[config.mk]
export PLATFORM = sky130hd
export DESIGN_NAME = lmfc_align_gen
export DESIGN_NICKNAME = d
export VERILOG_FILES = /design/src/rtl/lmfc_pkg.sv /design/src/rtl/lmfc_edge_sync.sv /design/src/rtl/lmfc_period_calc.sv /design/src/rtl/lmfc_phase_cnt.sv /design/src/rtl/lmfc_align_gen.sv
export SDC_FILE = /design/constraint.sdc
export NUM_CORES = 1
export LEC_CHECK = 0
export BUFFER_PORTS_ARGS = -buffer_cell sky130_fd_sc_hd__clkbuf_2
export CELL_PAD_IN_SITES_DETAIL_PLACEMENT = 0
export CELL_PAD_IN_SITES_GLOBAL_PLACEMENT = 1
export CORE_MARGIN = 4
export CORE_UTILIZATION = 35
export DETAILED_ROUTE_END_ITERATION = 12
export MAX_ROUTING_LAYER = met4
export PLACE_DENSITY = 0.71
export SLEW_MARGIN = 40
export SYNTH_ARGS = -nofsm -noshare
export SYNTH_HDL_FRONTEND = slang
export SYNTH_HIERARCHICAL = 1
export SYNTH_SLANG_ARGS = --single-unit
[constraint.sdc]
create_clock -name clk -period 2.7 [get_ports clk]
set_input_delay 0.675 -clock clk [delete_from_list [all_inputs] [get_ports clk]]
set_output_delay 0.675 -clock clk [all_outputs]
set_load 0.03 [all_outputs]
[src/rtl/lmfc_pkg.sv]
package lmfc_pkg;
   typedef enum logic [1:0] {
      SC_FREE = 2'd0,
      SC_REF  = 2'd1,
      SC_SYNC = 2'd2,
      SC_RSVD = 2'd3
   } subclass_e;
endpackage

[src/rtl/lmfc_edge_sync.sv]
module lmfc_edge_sync #(
   parameter int STAGES = 2
) (
   input  logic clk,
   input  logic rst_n,
   input  logic async_in,
   output logic rise_o
);
   if (STAGES < 2) begin : g_bad_stages
      $error("lmfc_edge_sync: STAGES must be at least 2");
   end

   // chain[0..STAGES-1] synchronize, chain[STAGES] holds the previous level
   logic [STAGES:0] chain;

   always_ff @(posedge clk or negedge rst_n) begin
      if (!rst_n) chain <= '0;
      else        chain <= {chain[STAGES-1:0], async_in};
   end

   assign rise_o = chain[STAGES-1] & ~chain[STAGES];
endmodule

[src/rtl/lmfc_period_calc.sv]
module lmfc_period_calc #(
   parameter int F_W            = 5,
   parameter int K_W            = 6,
   parameter int PHASE_W        = 8,
   parameter int OCTETS_PER_CLK = 2
) (
   input  logic [F_W-1:0]     f_i,
   input  logic [K_W-1:0]     k_i,
   output logic [PHASE_W-1:0] term_o
);
   localparam int PROD_W = F_W + K_W;

   if (OCTETS_PER_CLK < 1) begin : g_bad_opc
      $error("lmfc_period_calc: OCTETS_PER_CLK must be positive");
   end

   logic [PROD_W-1:0] prod;
   logic [PROD_W-1:0] per;

   assign prod = PROD_W'(f_i) * PROD_W'(k_i);

   if ((OCTETS_PER_CLK & (OCTETS_PER_CLK - 1)) == 0) begin : g_shift
      assign per = prod >> $clog2(OCTETS_PER_CLK);
   end else begin : g_div
      assign per = prod / PROD_W'(OCTETS_PER_CLK);
   end

   always_comb begin
      if (per == '0) term_o = '0;
      else           term_o = PHASE_W'(per - PROD_W'(1));
   end
endmodule

[src/rtl/lmfc_phase_cnt.sv]
module lmfc_phase_cnt #(
   parameter int PHASE_W = 8
) (
   input  logic               clk,
   input  logic               rst_n,
   input  logic               restart_i,
   input  logic [PHASE_W-1:0] term_i,
   output logic [PHASE_W-1:0] phase_o,
   output logic               zero_o
);
   always_ff @(posedge clk or negedge rst_n) begin
      if (!rst_n)                phase_o <= '0;
      else if (restart_i)        phase_o <= '0;
      else if (phase_o >= term_i) phase_o <= '0;
      else                       phase_o <= phase_o + PHASE_W'(1);
   end

   assign zero_o = (phase_o == '0);
endmodule

[src/rtl/lmfc_align_gen.sv]
module lmfc_align_gen #(
   parameter int MAX_F          = 16,
   parameter int MAX_K          = 32,
   parameter int OCTETS_PER_CLK = 2,
   parameter int SYNC_STAGES    = 2,
   localparam int F_W        = $clog2(MAX_F + 1),
   localparam int K_W        = $clog2(MAX_K + 1),
   localparam int MAX_PERIOD = (MAX_F * MAX_K) / OCTETS_PER_CLK,
   localparam int PHASE_W    = (MAX_PERIOD > 1) ? $clog2(MAX_PERIOD) : 1
) (
   input  logic               clk,
   input  logic               rst_n,
   input  logic [1:0]         cfg_subclass,
   input  logic [F_W-1:0]     cfg_octets_per_frame,
   input  logic [K_W-1:0]     cfg_frames_per_mf,
   input  logic               cfg_single_capture,
   input  logic               sysref_in,
   input  logic               sync_n_in,
   output logic [PHASE_W-1:0] lmfc_phase,
   output logic               lmfc_pulse,
   output logic               capture_done
);
   import lmfc_pkg::*;

   if (MAX_F < 1 || MAX_K < 1) begin : g_bad_max
      $error("lmfc_align_gen: MAX_F and MAX_K must be positive");
   end

   logic               ref_rise;
   logic               syn_rise;
   logic               sel_rise;
   logic               restart;
   logic               done_q;
   logic [PHASE_W-1:0] term;
   subclass_e          sc;

   assign sc = subclass_e'(cfg_subclass);

   lmfc_edge_sync #(.STAGES(SYNC_STAGES)) ref_sync_i (
      .clk(clk), .rst_n(rst_n), .async_in(sysref_in), .rise_o(ref_rise)
   );

   lmfc_edge_sync #(.STAGES(SYNC_STAGES)) syn_sync_i (
      .clk(clk), .rst_n(rst_n), .async_in(sync_n_in), .rise_o(syn_rise)
   );

   always_comb begin
      unique case (sc)
         SC_REF:  sel_rise = ref_rise;
         SC_SYNC: sel_rise = syn_rise;
         default: sel_rise = 1'b0;
      endcase
   end

   assign restart = sel_rise & ~(cfg_single_capture & done_q);

   always_ff @(posedge clk or negedge rst_n) begin
      if (!rst_n)       done_q <= 1'b0;
      else if (restart) done_q <= 1'b1;
   end

   lmfc_period_calc #(
      .F_W(F_W), .K_W(K_W), .PHASE_W(PHASE_W), .OCTETS_PER_CLK(OCTETS_PER_CLK)
   ) period_i (
      .f_i(cfg_octets_per_frame), .k_i(cfg_frames_per_mf), .term_o(term)
   );

   lmfc_phase_cnt #(.PHASE_W(PHASE_W)) cnt_i (
      .clk(clk), .rst_n(rst_n), .restart_i(restart), .term_i(term),
      .phase_o(lmfc_phase), .zero_o(lmfc_pulse)
   );

   assign capture_done = done_q;
endmodule

Word level (Yosys, flattened, before mapping) --
Cells that the tools add are included. W data, S select, Z words.
Cells by class: bitwise gates (word level) 7, $mul 1, $lt $le $gt $ge 1, reduce and logical (&&, ||, !) cells 2, multiplexer cells 4, shifts and indexed selects 0, eq/ne operators 2, divide/modulo/power cells 0, add/sub/neg operators 2
Operators by type and width (count):
- $mux W8 | 3
- $logic_not A11 Y1 | 1
- $mul A5 B6 Y11 | 1
- $add A8 B1 Y8 const B | 1
- $ge A8 B8 Y1 | 1
- $logic_not A8 Y1 | 1
- $sub A8 B1 Y8 const B | 1
- $and A1 B1 Y1 | 4
- $not A1 Y1 | 3
- $eq A2 B1 Y1 const B | 1
- $eq A2 B2 Y1 const B | 1
- $pmux W1 S2 | 1
Word-level totals: RAM bits 0, memories kept 0, output and inout port bits 10, logic and storage cells 23, input bits 18, bits in registers 15, bits in latches 0, bits in read-only memories 0

Depth between registers and ports, before layout --
depth after elaboration 6, gate-level depth with buffers 20

Hierarchy --
The synthesis kept the hierarchy.
By module, submodules not included:
- lmfc_period_calc | area an instance 1089.8 um2, sequential area each 0.0 um2, instances 1, cells an instance 134
- lmfc_phase_cnt | area an instance 600.6 um2, sequential area each 200.2 um2, instances 1, cells an instance 59
- lmfc_edge_sync | area an instance 88.8 um2, sequential area each 75.1 um2, instances 2, cells an instance 4
- lmfc_align_gen | area an instance 90.1 um2, sequential area each 25.0 um2, instances 1, cells an instance 8

Worst setup path after synthesis --
No wires, ideal clock.
kind input -> register, start point input cfg_octets_per_frame[4], end point register cnt_i.phase_o[4], data arrival time 5.198 ns, required time 2.628 ns, setup slack -2.570 ns, cell stages on the path 18, cell sequence and2_1 fa_1 inv_1 fa_1 fa_1 inv_1 ha_1 a21oi_1 a21oi_1 or4_1 a22oi_2 nor4b_4 nor2_1 ha_1 nand2b_4 a2111oi_4 o21ai_2 nor2_1
On the way: word-level cells in the longest chain between the ends 6
RTL lines:
- start, declared | line lmfc_align_gen.sv:14 | input logic [F_W-1:0] cfg_octets_per_frame,
- $mul A5 B6 Y11 | line lmfc_period_calc.sv:20 | assign prod = PROD_W'(f_i) * PROD_W'(k_i);
- $logic_not A11 Y1 | line lmfc_period_calc.sv:29 | if (per == '0) term_o = '0;
- $mux W8 | line lmfc_period_calc.sv:29
- net term[0] | line lmfc_align_gen.sv:34 | logic [PHASE_W-1:0] term;
- $ge A8 B8 Y1 | line lmfc_phase_cnt.sv:14 | else if (phase_o >= term_i) phase_o <= '0;
- $mux W8 | line lmfc_phase_cnt.sv:14
- $mux W8 | line lmfc_phase_cnt.sv:13 | else if (restart_i) phase_o <= '0;
- end signal, assigned | line lmfc_phase_cnt.sv:15 | else phase_o <= phase_o + PHASE_W'(1);
- end, declared | line lmfc_phase_cnt.sv:8 | output logic [PHASE_W-1:0] phase_o,
The timed path passes the listed nets, and every way through them passes these cells. A chain may end at the register's enable or synchronous reset.

Worst setup path in the final report --
start point input cfg_octets_per_frame[2], end point register cnt_i.phase_o[7]
Same word-level chain as after synthesis.

==> results.sh <==
export IMPL_setup_ws_ns=-2.33
export IMPL_whs_ns=0.329
export IMPL_grt_max_degree=16
export IMPL_drc=0
export IMPL_synth_top_area_share=0.204
export IMPL_ctsHtreeMaxLevel=1
export IMPL_crit_buf_inv=3
export IMPL_ys_types=41
export IMPL_crit_required_ns=2.88
export IMPL_num_vias=1587
export IMPL_io_pins=28
export IMPL_critPathMaxStageDelay_ns=0.54
export IMPL_core_um2=5270
export IMPL_syn_avg_cell_area_um2=9.37
export IMPL_synth_edf_count=0
export IMPL_first_iter_violations=23
export IMPL_antenna_left=0
export IMPL_p_per_area_nw_per_um2=721
export IMPL_synth_yosys_seq_area_share=0.192
export IMPL_clkTransAtPathRegs_ns=0.06
export IMPL_end_kind="register"
export IMPL_status="finished with violations"
export IMPL_synth_main_ff_cell="dfrtp_1"
export IMPL_port_buffers=27
export IMPL_drt_pre_antenna_iters=4
export IMPL_fin_setup_tns_ns=-18.56
export IMPL_crit_slowest_cell="fa_1"
export IMPL_initial_utilization=0.372
export IMPL_drt_wl_total_mm=4.07
export IMPL_hp_class="input port to async pin"
export IMPL_multi_input_area_um2=1550
export IMPL_crit_fanout=8
export IMPL_final_layout_size_suffix_gt1_frac=0.351
export IMPL_post_route_period_util=1.86
export IMPL_grt_pass1_vias=1664
export IMPL_dp_cells=342
export IMPL_fillers=531
export IMPL_die_area_um2=6860
export IMPL_antenna_found_initial=0
export IMPL_cts_inserted_buffers=3
export IMPL_synth_cells=209
export IMPL_rows=26
export IMPL_syn_cell_area_um2=1960
export IMPL_crit_type="input port to register"
export IMPL_viasPerCell=4.55
export IMPL_dp_slack_ns=-2.61
export IMPL_total_power_w=0.00188
export IMPL_yosys_warnings=6
export IMPL_rsz0062_at_grt="true"
export IMPL_yosysMostFrequentCell="ha_1"
export IMPL_final_cells=349
export IMPL_cts_tree="done"
export IMPL_clk_latency_ns=0.25
export IMPL_area_growth_pct=33.2
export IMPL_hold_buffers=0
export IMPL_synthTopCellsByCount="ha_1, inv_1, and2_1, nor2_1, dfrtp_1"
export IMPL_place_hpwl_mm=3.55
export IMPL_irDropWorstVdd_uv=705
export IMPL_yosys_area_top_type="ha_1"
export IMPL_start_kind="input port"
export IMPL_period_minus_slack_ns=5.03
export IMPL_cpMostUsedCell="fa_1"
export IMPL_fin_skew_ns=0.00317
export IMPL_regArea_um2=375
export IMPL_grtUsageTotal=0.136
export IMPL_overflow=0
export IMPL_fin_nets=342
export IMPL_crit_family="adder cells"
export IMPL_tightestPinTransition_ns=0.362
export IMPL_clock_sinks=15
export IMPL_die_h_um=82.8
export IMPL_violations="negative setup slack"
export IMPL_relSlewSlack=0.759
export IMPL_antennaDiodeCount=0
export IMPL_drv_cap=0
export IMPL_finalSetupViolCount=8
export IMPL_cp_data_arrival_time_ns=5.21
export IMPL_hold_violations=0
export IMPL_grt_pass1_wl_mm=7.27
export IMPL_synth_nets=271
export IMPL_fmax_mhz=199
export IMPL_wl_per_cell_um=11.7
export IMPL_reg2reg_slack_ns=1.01
export IMPL_clock_tree_buffer_depth=2
export IMPL_yosys_top_cells_area="ha_1, dfrtp_1, fa_1, and2_1, inv_1"
export IMPL_leakage_nw=1.35
export IMPL_cts_root_buf="clkbuf_8"
export IMPL_place_gp_congestion=0.759
export IMPL_async_flop_share=1.00
export IMPL_die_w_um=82.8
export IMPL_drv_slew=0
export IMPL_crit_chain="buf_8, and2_4, fa_1, inv_1, fa_1, fa_1, inv_2, ha_4, a21oi_4, a21oi_2, or4_4, a22oi_2, nor4b_4, nor2_1, ha_1, nand2b_4, a2111oi_4, o21ai_4, nor2_1"
export IMPL_synth_seq_cells=15
## timing repair
item / in CTS / in global routing
pin swaps: 2 / 11
buffers inserted: 2 / 1
gates cloned: 0 / 0
setup endpoints to repair: 8 / 8
gates resized for setup: 5 / 8
## state kept, by name (all words and copies together), names as in the netlist
| register | cells |
|---|---|
| capture_done | 1 |
| cnt_i/phase_o | 8 |
| ref_sync_i/chain | 3 |
| syn_sync_i/chain | 3 |
## worst paths after layout
check                                               from                       endpoint  cells after the start
setup reg to reg              cnt_i/phase_o[0]$_DFF_PN0_     cnt_i/phase_o[7]$_DFF_PN0_                      6
setup / recovery                 cfg_octets_per_frame[2]     cnt_i/phase_o[7]$_DFF_PN0_                     19
hold / removal                                     rst_n     cnt_i/phase_o[7]$_DFF_PN0_                      1
min in group clk           ref_sync_i/chain[0]$_DFF_PN0_  ref_sync_i/chain[1]$_DFF_PN0_                      0
max in group asynchronous                          rst_n  syn_sync_i/chain[1]$_DFF_PN0_                      1
hold reg to reg            ref_sync_i/chain[0]$_DFF_PN0_  ref_sync_i/chain[1]$_DFF_PN0_                      0
## layout make-up
class | count | area share
Clock buffer | 4 | 0.0173
Tap cell | 70 | 0.0336
Multi-Input combinational cell | 167 | 0.595
Sequential cell | 15 | 0.144
Timing Repair Buffer | 67 | 0.173
Inverter | 26 | 0.0374
## report_power, final
group | internal (W) | total [W] | switching (W)
registers | 0.000277 | 0.000353 | 0.0000763
logic | 0.000657 | 0.00135 | 0.000695
clock network | 0.000104 | 0.000176 | 0.0000719
## cell usage in the layout, fill, tap and decap left out, drive strengths merged, types with 2 or more instances in the layout
cell,count
a211oi,4
a21oi,10
a22oi,2
and2,19
and3,4
buf,42
clkbuf,29
dfrtp,15
fa,12
ha,32
inv,26
nand2,14
nand3,6
nor2,18
nor2b,3
o21ai,5
or3,2
xnor2,10
xor2,7
## per-layer routing
layer,up-vias,wire length [µm],global-route usage,share of wire
li1,838,-,-,-
met1,722,2100,0.191,0.52
met2,23,1810,0.217,0.45
met3,4,119,0.0162,0.029
met4,0,31,0.0196,0.0076
met5,-,0,-,0
## logic make-up after synthesis
group / count (synthesis) / share of synthesized area
DFF: 15 / 0.192
and+or+nand+nor: 77 / 0.234
buffers and inverters: 27 / 0.0556
adders and majority gates: 44 / 0.327
xor gates and xnor gates: 17 / 0.0760
AOI/OAI and AO/OA: 29 / 0.116
## through the flow
step,util,cell area (µm²)
final,0.495,2610
after CTS,0.489,2580
after global placement,0.472,2490
after floorplan,-,2000
after global routing,0.495,2610
after detailed placement,0.472,2490
Power figures use the tool's default switching activity.
